==> src/rtl/lvds_map_pkg.sv <==
package lvds_map_pkg;

    localparam int LANES_DEF = 4;
    localparam int SLOTS_DEF = 7;
    localparam int SELW_DEF  = 5;
    localparam int WORD_DEF  = 28;

    typedef enum logic {
        ST_IDLE = 1'b0,
        ST_RUN  = 1'b1
    } ser_state_e;

    // Default 24-bit selectors, packed slot 6 (MSB) down to slot 0 (LSB).
    localparam logic [34:0] DEF_L0 = {5'h00, 5'h01, 5'h02, 5'h03, 5'h04, 5'h05, 5'h08};
    localparam logic [34:0] DEF_L1 = {5'h09, 5'h0A, 5'h0B, 5'h0C, 5'h0D, 5'h10, 5'h11};
    localparam logic [34:0] DEF_L2 = {5'h12, 5'h13, 5'h14, 5'h15, 5'h18, 5'h19, 5'h1A};
    localparam logic [34:0] DEF_L3 = {5'h06, 5'h07, 5'h0E, 5'h0F, 5'h16, 5'h17, 5'h1B};

    function automatic logic [4:0] def_sel(input int lane, input int slot);
        logic [34:0] row;
        case (lane)
            0:       row = DEF_L0;
            1:       row = DEF_L1;
            2:       row = DEF_L2;
            3:       row = DEF_L3;
            default: row = '0;
        endcase
        if (slot < 0 || slot > 6) return 5'h00;
        return row[slot*5 +: 5];
    endfunction

endpackage

==> src/rtl/lvds_map_regs.sv <==
module lvds_map_regs
    import lvds_map_pkg::*;
#(
    parameter int NLANE = LANES_DEF,
    parameter int NSLOT = SLOTS_DEF,
    parameter int SELW  = SELW_DEF,
    parameter int ADDRW = 6,
    parameter int CTRLW = 8
) (
    input  logic                                   clk,
    input  logic                                   rst_n,
    input  logic                                   wr_en,
    input  logic [ADDRW-1:0]                       wr_addr,
    input  logic [CTRLW-1:0]                       wr_data,
    output logic [NLANE-1:0][NSLOT-1:0][SELW-1:0]  map_q,
    output logic                                   intf_en,
    output logic                                   clk_en,
    output logic                                   ser_en,
    output logic                                   rgb_mode,
    output logic [NLANE-1:0]                       lane_en
);

    localparam int LW = (NLANE > 1) ? $clog2(NLANE) : 1;
    localparam int SW = $clog2(NSLOT + 1);

    logic [CTRLW-1:0] ctrl_q;
    logic             is_ctrl;
    logic [LW-1:0]    a_lane;
    logic [SW-1:0]    a_slot;

    assign is_ctrl = wr_addr[ADDRW-1];
    assign a_lane  = wr_addr[SW +: LW];
    assign a_slot  = wr_addr[SW-1:0];

    always_ff @(posedge clk or negedge rst_n) begin
        if (!rst_n) begin
            ctrl_q <= '0;
            for (int l = 0; l < NLANE; l++) begin
                for (int s = 0; s < NSLOT; s++) begin
                    map_q[l][s] <= SELW'(def_sel(l, s));
                end
            end
        end else if (wr_en) begin
            if (is_ctrl) begin
                ctrl_q <= wr_data;
            end else if (a_slot < SW'(NSLOT)) begin
                map_q[a_lane][a_slot] <= wr_data[SELW-1:0];
            end
        end
    end

    assign intf_en  = ctrl_q[0];
    assign clk_en   = ctrl_q[1];
    assign ser_en   = ctrl_q[2];
    assign rgb_mode = ctrl_q[3];
    assign lane_en  = ctrl_q[4 +: NLANE];


    slot_hole_chk: assert property (@(posedge clk) disable iff (!rst_n)
        (wr_en && !wr_addr[ADDRW-1] && (wr_addr[SW-1:0] >= SW'(NSLOT))) |=> $stable(map_q));


    mode_flag_chk: assert property (@(posedge clk) disable iff (!rst_n)
        (wr_en && wr_addr[ADDRW-1]) |=> (rgb_mode == $past(wr_data[3])));

endmodule

==> src/rtl/lvds_bit_pick.sv <==
module lvds_bit_pick #(
    parameter int WORDW = 28,
    parameter int SELW  = 5
) (
    input  logic [WORDW-1:0] word,
    input  logic [SELW-1:0]  sel,
    input  logic             en,
    output logic             bit_o
);

    localparam logic [SELW-1:0] TOP_SEL = SELW'(WORDW - 1);

    always_comb begin
        bit_o = 1'b0;
        if (en && (sel <= TOP_SEL)) begin
            bit_o = word[sel];
        end
    end

endmodule

==> src/rtl/lvds_lane_mapper.sv <==
module lvds_lane_mapper
    import lvds_map_pkg::*;
#(
    parameter int NLANE   = LANES_DEF,
    parameter int NSLOT   = SLOTS_DEF,
    parameter int SELW    = SELW_DEF,
    parameter int WORDW   = WORD_DEF,
    parameter logic [NSLOT-1:0] CLK_PAT = 7'b1100011,
    localparam int LW     = (NLANE > 1) ? $clog2(NLANE) : 1,
    localparam int SW     = $clog2(NSLOT + 1),
    localparam int ADDRW  = 1 + LW + SW,
    localparam int CTRLW  = 4 + NLANE
) (
    input  logic              clk,
    input  logic              rst_n,
    input  logic              bit_stb,
    input  logic [WORDW-1:0]  pix_word,
    input  logic              wr_en,
    input  logic [ADDRW-1:0]  wr_addr,
    input  logic [CTRLW-1:0]  wr_data,
    output logic [NLANE-1:0]  lane_out,
    output logic              clk_lane_out,
    output logic              sym_first,
    output logic              rgb_mode
);

    localparam int PHW = $clog2(NSLOT);
    localparam logic [PHW-1:0] LAST_PH = PHW'(NSLOT - 1);

    logic [NLANE-1:0][NSLOT-1:0][SELW-1:0] map_q;
    logic [NLANE-1:0][NSLOT-1:0][SELW-1:0] map_act;
    logic [NLANE-1:0][NSLOT-1:0][SELW-1:0] src_map;
    logic [WORDW-1:0]  word_q;
    logic [WORDW-1:0]  src_word;
    logic              intf_en, clk_en, ser_en, run_req;
    logic [NLANE-1:0]  lane_en;
    logic [NLANE-1:0]  pick;
    logic [NLANE-1:0]  lane_q;
    logic              clk_q, first_q;
    logic [PHW-1:0]    phase_q;
    ser_state_e        state_q, state_d;

    lvds_map_regs #(
        .NLANE (NLANE),
        .NSLOT (NSLOT),
        .SELW  (SELW),
        .ADDRW (ADDRW),
        .CTRLW (CTRLW)
    ) u_regs (
        .clk      (clk),
        .rst_n    (rst_n),
        .wr_en    (wr_en),
        .wr_addr  (wr_addr),
        .wr_data  (wr_data),
        .map_q    (map_q),
        .intf_en  (intf_en),
        .clk_en   (clk_en),
        .ser_en   (ser_en),
        .rgb_mode (rgb_mode),
        .lane_en  (lane_en)
    );

    assign run_req = intf_en & ser_en;

    // At slot 0 the live word and mapping feed the pickers; later slots use the held copies.
    assign src_word = (phase_q == '0) ? pix_word : word_q;
    assign src_map  = (phase_q == '0) ? map_q    : map_act;

    for (genvar i = 0; i < NLANE; i++) begin : g_lane
        lvds_bit_pick #(
            .WORDW (WORDW),
            .SELW  (SELW)
        ) u_pick (
            .word  (src_word),
            .sel   (src_map[i][phase_q]),
            .en    (lane_en[i]),
            .bit_o (pick[i])
        );
    end

    always_comb begin
        state_d = state_q;
        unique case (state_q)
            ST_IDLE: if (run_req)  state_d = ST_RUN;
            ST_RUN:  if (!run_req) state_d = ST_IDLE;
            default: state_d = ST_IDLE;
        endcase
    end

    always_ff @(posedge clk or negedge rst_n) begin
        if (!rst_n) state_q <= ST_IDLE;
        else        state_q <= state_d;
    end

    always_ff @(posedge clk or negedge rst_n) begin
        if (!rst_n) begin
            lane_q  <= '0;
            clk_q   <= 1'b0;
            first_q <= 1'b0;
            phase_q <= '0;
            word_q  <= '0;
            map_act <= '0;
        end else if (state_q != ST_RUN || !run_req) begin
            lane_q  <= '0;
            clk_q   <= 1'b0;
            first_q <= 1'b0;
            phase_q <= '0;
        end else if (bit_stb) begin
            lane_q  <= pick;
            clk_q   <= clk_en & CLK_PAT[phase_q];
            first_q <= (phase_q == '0);
            phase_q <= (phase_q == LAST_PH) ? '0 : phase_q + 1'b1;
            if (phase_q == '0) begin
                word_q  <= pix_word;
                map_act <= map_q;
            end
        end
    end

    assign lane_out     = lane_q;
    assign clk_lane_out = clk_q;
    assign sym_first    = first_q;


    idle_quiet_chk: assert property (@(posedge clk) disable iff (!rst_n)
        (state_q == ST_IDLE) |=> (lane_out == '0 && !clk_lane_out && !sym_first));


    dis_lane_chk: assert property (@(posedge clk) disable iff (!rst_n)
        (state_q == ST_RUN && run_req && bit_stb) |=> ((lane_out & ~$past(lane_en)) == '0));


    first_slot_chk: assert property (@(posedge clk) disable iff (!rst_n)
        (state_q == ST_RUN && run_req && bit_stb && phase_q == '0) |=> sym_first);


    phase_range_chk: assert property (@(posedge clk) disable iff (!rst_n)
        phase_q <= LAST_PH);


    clk_gap_chk: assert property (@(posedge clk) disable iff (!rst_n)
        (state_q == ST_RUN && run_req && bit_stb && phase_q == PHW'(2)) |=> !clk_lane_out);


    map_hold_chk: assert property (@(posedge clk) disable iff (!rst_n)
        (phase_q != '0) |=> $stable(map_act));

endmodule

==> config.mk <==
export PLATFORM = sky130hd
export DESIGN_NAME = lvds_lane_mapper
export DESIGN_NICKNAME = d
export VERILOG_FILES = /design/src/rtl/lvds_map_pkg.sv /design/src/rtl/lvds_map_regs.sv /design/src/rtl/lvds_bit_pick.sv /design/src/rtl/lvds_lane_mapper.sv
export SDC_FILE = /design/constraint.sdc
export NUM_CORES = 1
export LEC_CHECK = 0
export ABC_CLOCK_PERIOD_IN_PS = 3800
export BUFFER_PORTS_ARGS = -buffer_cell sky130_fd_sc_hd__buf_2
export CAP_MARGIN = 30
export CORE_UTILIZATION = 60
export DETAILED_ROUTE_END_ITERATION = 6
export GPL_TIMING_DRIVEN = 0
export PLACE_DENSITY = 0.78
export SLEW_MARGIN = 0
export SYNTH_ARGS = -nofsm -noshare
export SYNTH_HDL_FRONTEND = slang
export SYNTH_SLANG_ARGS = --single-unit
export TNS_END_PERCENT = 10
==> constraint.sdc <==
create_clock -name clk -period 3.8 [get_ports clk]
set_clock_uncertainty 0.1 [all_clocks]
set_input_delay 0.19 -clock clk [delete_from_list [all_inputs] [get_ports clk]]
set_output_delay 0.19 -clock clk [all_outputs]
set_load 0.005 [all_outputs]
==> impl_results.rst <==
.. list-table::
   :header-rows: 1

   * - Metric
     - Value
   * - Post-route total power
     - between 8 and 9 mW
   * - Slowest cell on the critical path
     - buf_2
   * - Global-route congestion overflow total
     - 0
   * - Die area
     - 24960 um^2
   * - Number of antenna-violating nets in the routed design
     - 0
   * - Number of core rows
     - 56
   * - Cell Chain, Critical Path
     - buf_4, buf_12, buf_6, buf_4, buf_4, mux2i_1, a22oi_1, o21ai_2, buf_2, mux2i_1, nor4_1, o21bai_1, o22a_1
   * - Setup repair after global routing missed its margin
     - false
   * - Antenna violations before repair
     - 0
   * - I/O Pins
     - 53
   * - Wire length of the first global-routing pass
     - 56650 um
   * - WL per Instance
     - about 24 um
   * - Category of the critical setup timing path
     - flop to flop
   * - TritonCTS buffer count
     - 31
   * - Largest voltage drop on the vdd net
     - 363.8 uV
   * - Maximum number of pins on one net before global-route repair
     - about 120
   * - Max Freq
     - about 280 MHz
   * - Clock latency on the worst-skew pair
     - roughly 0.57 ns
   * - Worst Setup End Kind
     - flop
   * - Total power divided by cell area
     - around 530 nW/um^2
   * - Number of diodes
     - 0
   * - Number of max-cap violations
     - 0
   * - Max Fanout on Critical Path
     - 10
   * - Synth Instances
     - around 1000
   * - Total iterations of the first detailed-routing run
     - 5
   * - Share of the cycle needed by the critical path after routing
     - 0.9415
   * - Proportion of layout cells with a drive suffix above 1
     - 0.4672
   * - Max Root-Sink Buffers
     - 3
   * - Violation count after the first detailed-routing iteration
     - about 600
   * - Required time of the critical path
     - about 4.2 ns
   * - Root buffer selected by CTS
     - clkbuf_16
   * - Part of the Yosys area used for sequential elements
     - 0.5299
   * - Final hold violation count
     - 0
   * - Routed wire length
     - 36830 um
   * - Avg Cell Area, Syn
     - around 14 um^2
   * - Number of instances in the placed design
     - between 1000 and 1500
   * - Result of the run
     - finished, final reports clean
   * - Worst hold path cell count
     - 2
   * - Area of the mapped netlist
     - about 15000 um^2
   * - Vias per cell
     - 6.197
   * - Total Nets Final
     - roughly 1200
   * - Number of vias in the routed layout
     - between 9000 and 10000
   * - Relative area change from synthesis to final layout
     - 14.30%
   * - Post-synth ARST share
     - 1.000
   * - CP startpoint kind
     - flop
   * - Worst-case setup margin in the final layout
     - around 0.22 ns
   * - Synthesized flop and latch total
     - about 310
   * - Data arrival time at the worst-slack endpoint
     - 3.93 ns
   * - Longest individual stage delay on the worst path
     - between 0.3 and 0.4 ns
   * - Primary flip-flop cell chosen by synthesis mapping
     - dfrtp_1
   * - Via count of the first global-routing pass
     - roughly 9500
   * - Static Leakage
     - 7.655 nW
   * - Total GRT Usage
     - 0.3092
   * - Hold crit path type
     - input port to flop
   * - Sink Count
     - 306
   * - Sum Neg Setup Slack
     - 0 ns
   * - Core outline area
     - between 20000 and 25000 um^2
   * - DR DRC count
     - 0
   * - Die Span X
     - between 150 and 200 um
   * - Max-Slew Margin vs Limit
     - 0.3797
   * - Number of H-tree levels
     - 1
   * - Weighted congestion at the end of routability-driven global placement
     - between 0.9 and 1
   * - Core occupancy in the finished layout
     - 0.7047
   * - Number of warning messages in the yosys log
     - 0
   * - Vertical die dimension
     - approximately 160 um
   * - Synth Net Count
     - around 1100
   * - Starting density of the core
     - 0.6165
   * - Count of port buffers added during placement
     - 47
   * - Final cell count without fillers
     - 1509
   * - Final setup violating endpoints
     - 0
   * - Pre-CTS setup slack
     - between 0.2 and 0.3 ns
   * - Most Frequent Cell on Critical Path
     - buf_4
   * - Synth unique cells
     - 56
   * - Shortest clock period the worst path allows after layout
     - ~3.6 ns
   * - Slew at the pin closest to its max-slew limit
     - 0.9305 ns
   * - Hpwl dp
     - 25080 um
   * - Cell count of the worst reg-to-reg path
     - 13
   * - Max-slew violation count
     - 0
   * - Number of enable flip-flop cells after synthesis
     - 0
   * - Reg clk slew, reported paths
     - roughly 0.060 ns
   * - TritonCTS clock tree
     - done
==> final timing paths <==
path	start	to	slack (ns)
setup / recovery	phase_q[1]$_DFFE_PN0P_	lane_out[3]$_DFFE_PN0P_	0.22
max in group asynchronous	rst_n	u_regs.map_q[123]$_DFFE_PN1P_	2.34
hold reg to reg	lane_out[2]$_DFFE_PN0P_	lane_out[2]$_DFFE_PN0P_	0.37
setup reg to reg	phase_q[1]$_DFFE_PN0P_	lane_out[3]$_DFFE_PN0P_	0.22
hold / removal	wr_data[4]	u_regs.map_q[109]$_DFFE_PN1P_	0.07
min in group asynchronous	rst_n	u_regs.map_q[102]$_DFFE_PN0P_	0.23
==> per-stage QoR <==
stage	hold WS, ns	cell area [um^2]
floorplan	-0.2056	14600
global placement	0.3282	15240
detailed placement	0.2462	15320
CTS	0.04570	16690
global route	0.07290	16690
finish	0.07187	16690
==> critical path, delay by kind of cell (launching register included) <==
family	cells	cell delay [ns]
buf+inv	6	1.63
compound gates	4	0.77
mux	2	0.54
flops	1	0.34
simple gates	1	0.07
==> per-layer routing <==
| metal | global-route usage | wire [um] | part of all wire |
|---|---|---|---|
| met1 | 0.4222 | 15910 | 0.43 |
| met2 | 0.4930 | 17110 | 0.46 |
| met3 | 0.05338 | 2329 | 0.063 |
| met4 | 0.1250 | 1484 | 0.040 |
| met5 | 0 | 0 | 0 |
==> repair_timing <==
action,4_1_cts,5_1_grt
setup buffers,0,0
hold buffers,33,0
gates resized for setup,0,0
hold endpoints to repair,132,0
==> synth_stat cells, types with 3 or more instances <==
cell type,n,area (um^2)
a2111oi_0,4,35.03
a211oi_1,6,45.04
a21boi_0,5,37.54
a21oi_1,14,70.07
a221o_1,8,80.08
a22oi_1,7,52.55
a31oi_1,3,18.77
a32oi_1,4,35.03
and2_1,7,43.79
buf_1,3,11.26
buf_2,31,155.2
buf_4,5,37.54
buf_6,3,33.78
clkbuf_1,21,78.83
dfrtp_1,242,6056
dfstp_2,64,1682
inv_1,3,11.26
mux2_2,322,3626
mux2i_1,91,910.9
mux4_2,25,563.0
nand2_1,54,202.7
nand2b_1,10,62.56
nand3_1,10,50.05
nand3b_1,4,30.03
nor2_1,26,97.59
nor2b_1,13,81.33
nor3_1,5,25.02
nor3b_1,3,22.52
o2111ai_1,3,26.28
o211ai_1,4,30.03
o21ai_0,11,55.05
o21ai_1,3,15.01
o22ai_1,3,18.77
==> kinds of logic (layout without fill, tap and decap cells) <==
family                 after synthesis  count (layout)  synth area share
and+or+nand+nor                    144             144           0.04781
AOI/OAI and AO/OA                   89              89           0.04387
muxes                              440             440            0.3529
buffers and inverters               69             211           0.02554
DFF                                306             306            0.5299
==> layout make-up <==
type	instances	area (um^2)
Clock buffer	48	919.6
Buffer	66	361.6
Multi-Input combinational cell	673	6491
Sequential cell	306	7737
Inverter	3	11.26
Fill cell	1677	6993
Timing Repair Buffer	84	646.9
Clock inverter	10	122.6
Tap cell	319	399.1
==> state kept, by name, summed over array words and instances, names as in the netlist, 3 cells and up <==
signal,flops
u_regs.map_q,140
word_q,28
map_act,120
u_regs.ctrl_q,8
phase_q,3
lane_out,4
==> where the power goes <==
group | internal (mW) | switching (mW)
combinational | 0.818 | 0.667
sequential | 3.90 | 0.356
clock | 1.81 | 1.28
total | 6.52 | 2.30
==> cells in the final DEF, fill, tap and decap left out, drive strengths merged, types with 5 or more instances in the layout <==
| cell type | instances |
|---|---|
| mux2 | 322 |
| dfrtp | 242 |
| buf | 95 |
| mux2i | 91 |
| clkbuf | 70 |
| dfstp | 64 |
| nand2 | 55 |
| dlygate4sd3 | 33 |
| mux4 | 27 |
| nor2 | 26 |
| o21ai | 15 |
| a21oi | 14 |
| nor2b | 13 |
| nand2b | 10 |
| nand3 | 10 |
| a221o | 8 |
| and2 | 8 |
| a22oi | 7 |
| a211oi | 6 |
| nor3 | 6 |
| clkinv | 6 |
| a21boi | 5 |
| inv | 5 |
Note: power is estimated with default switching activity, not from simulation.
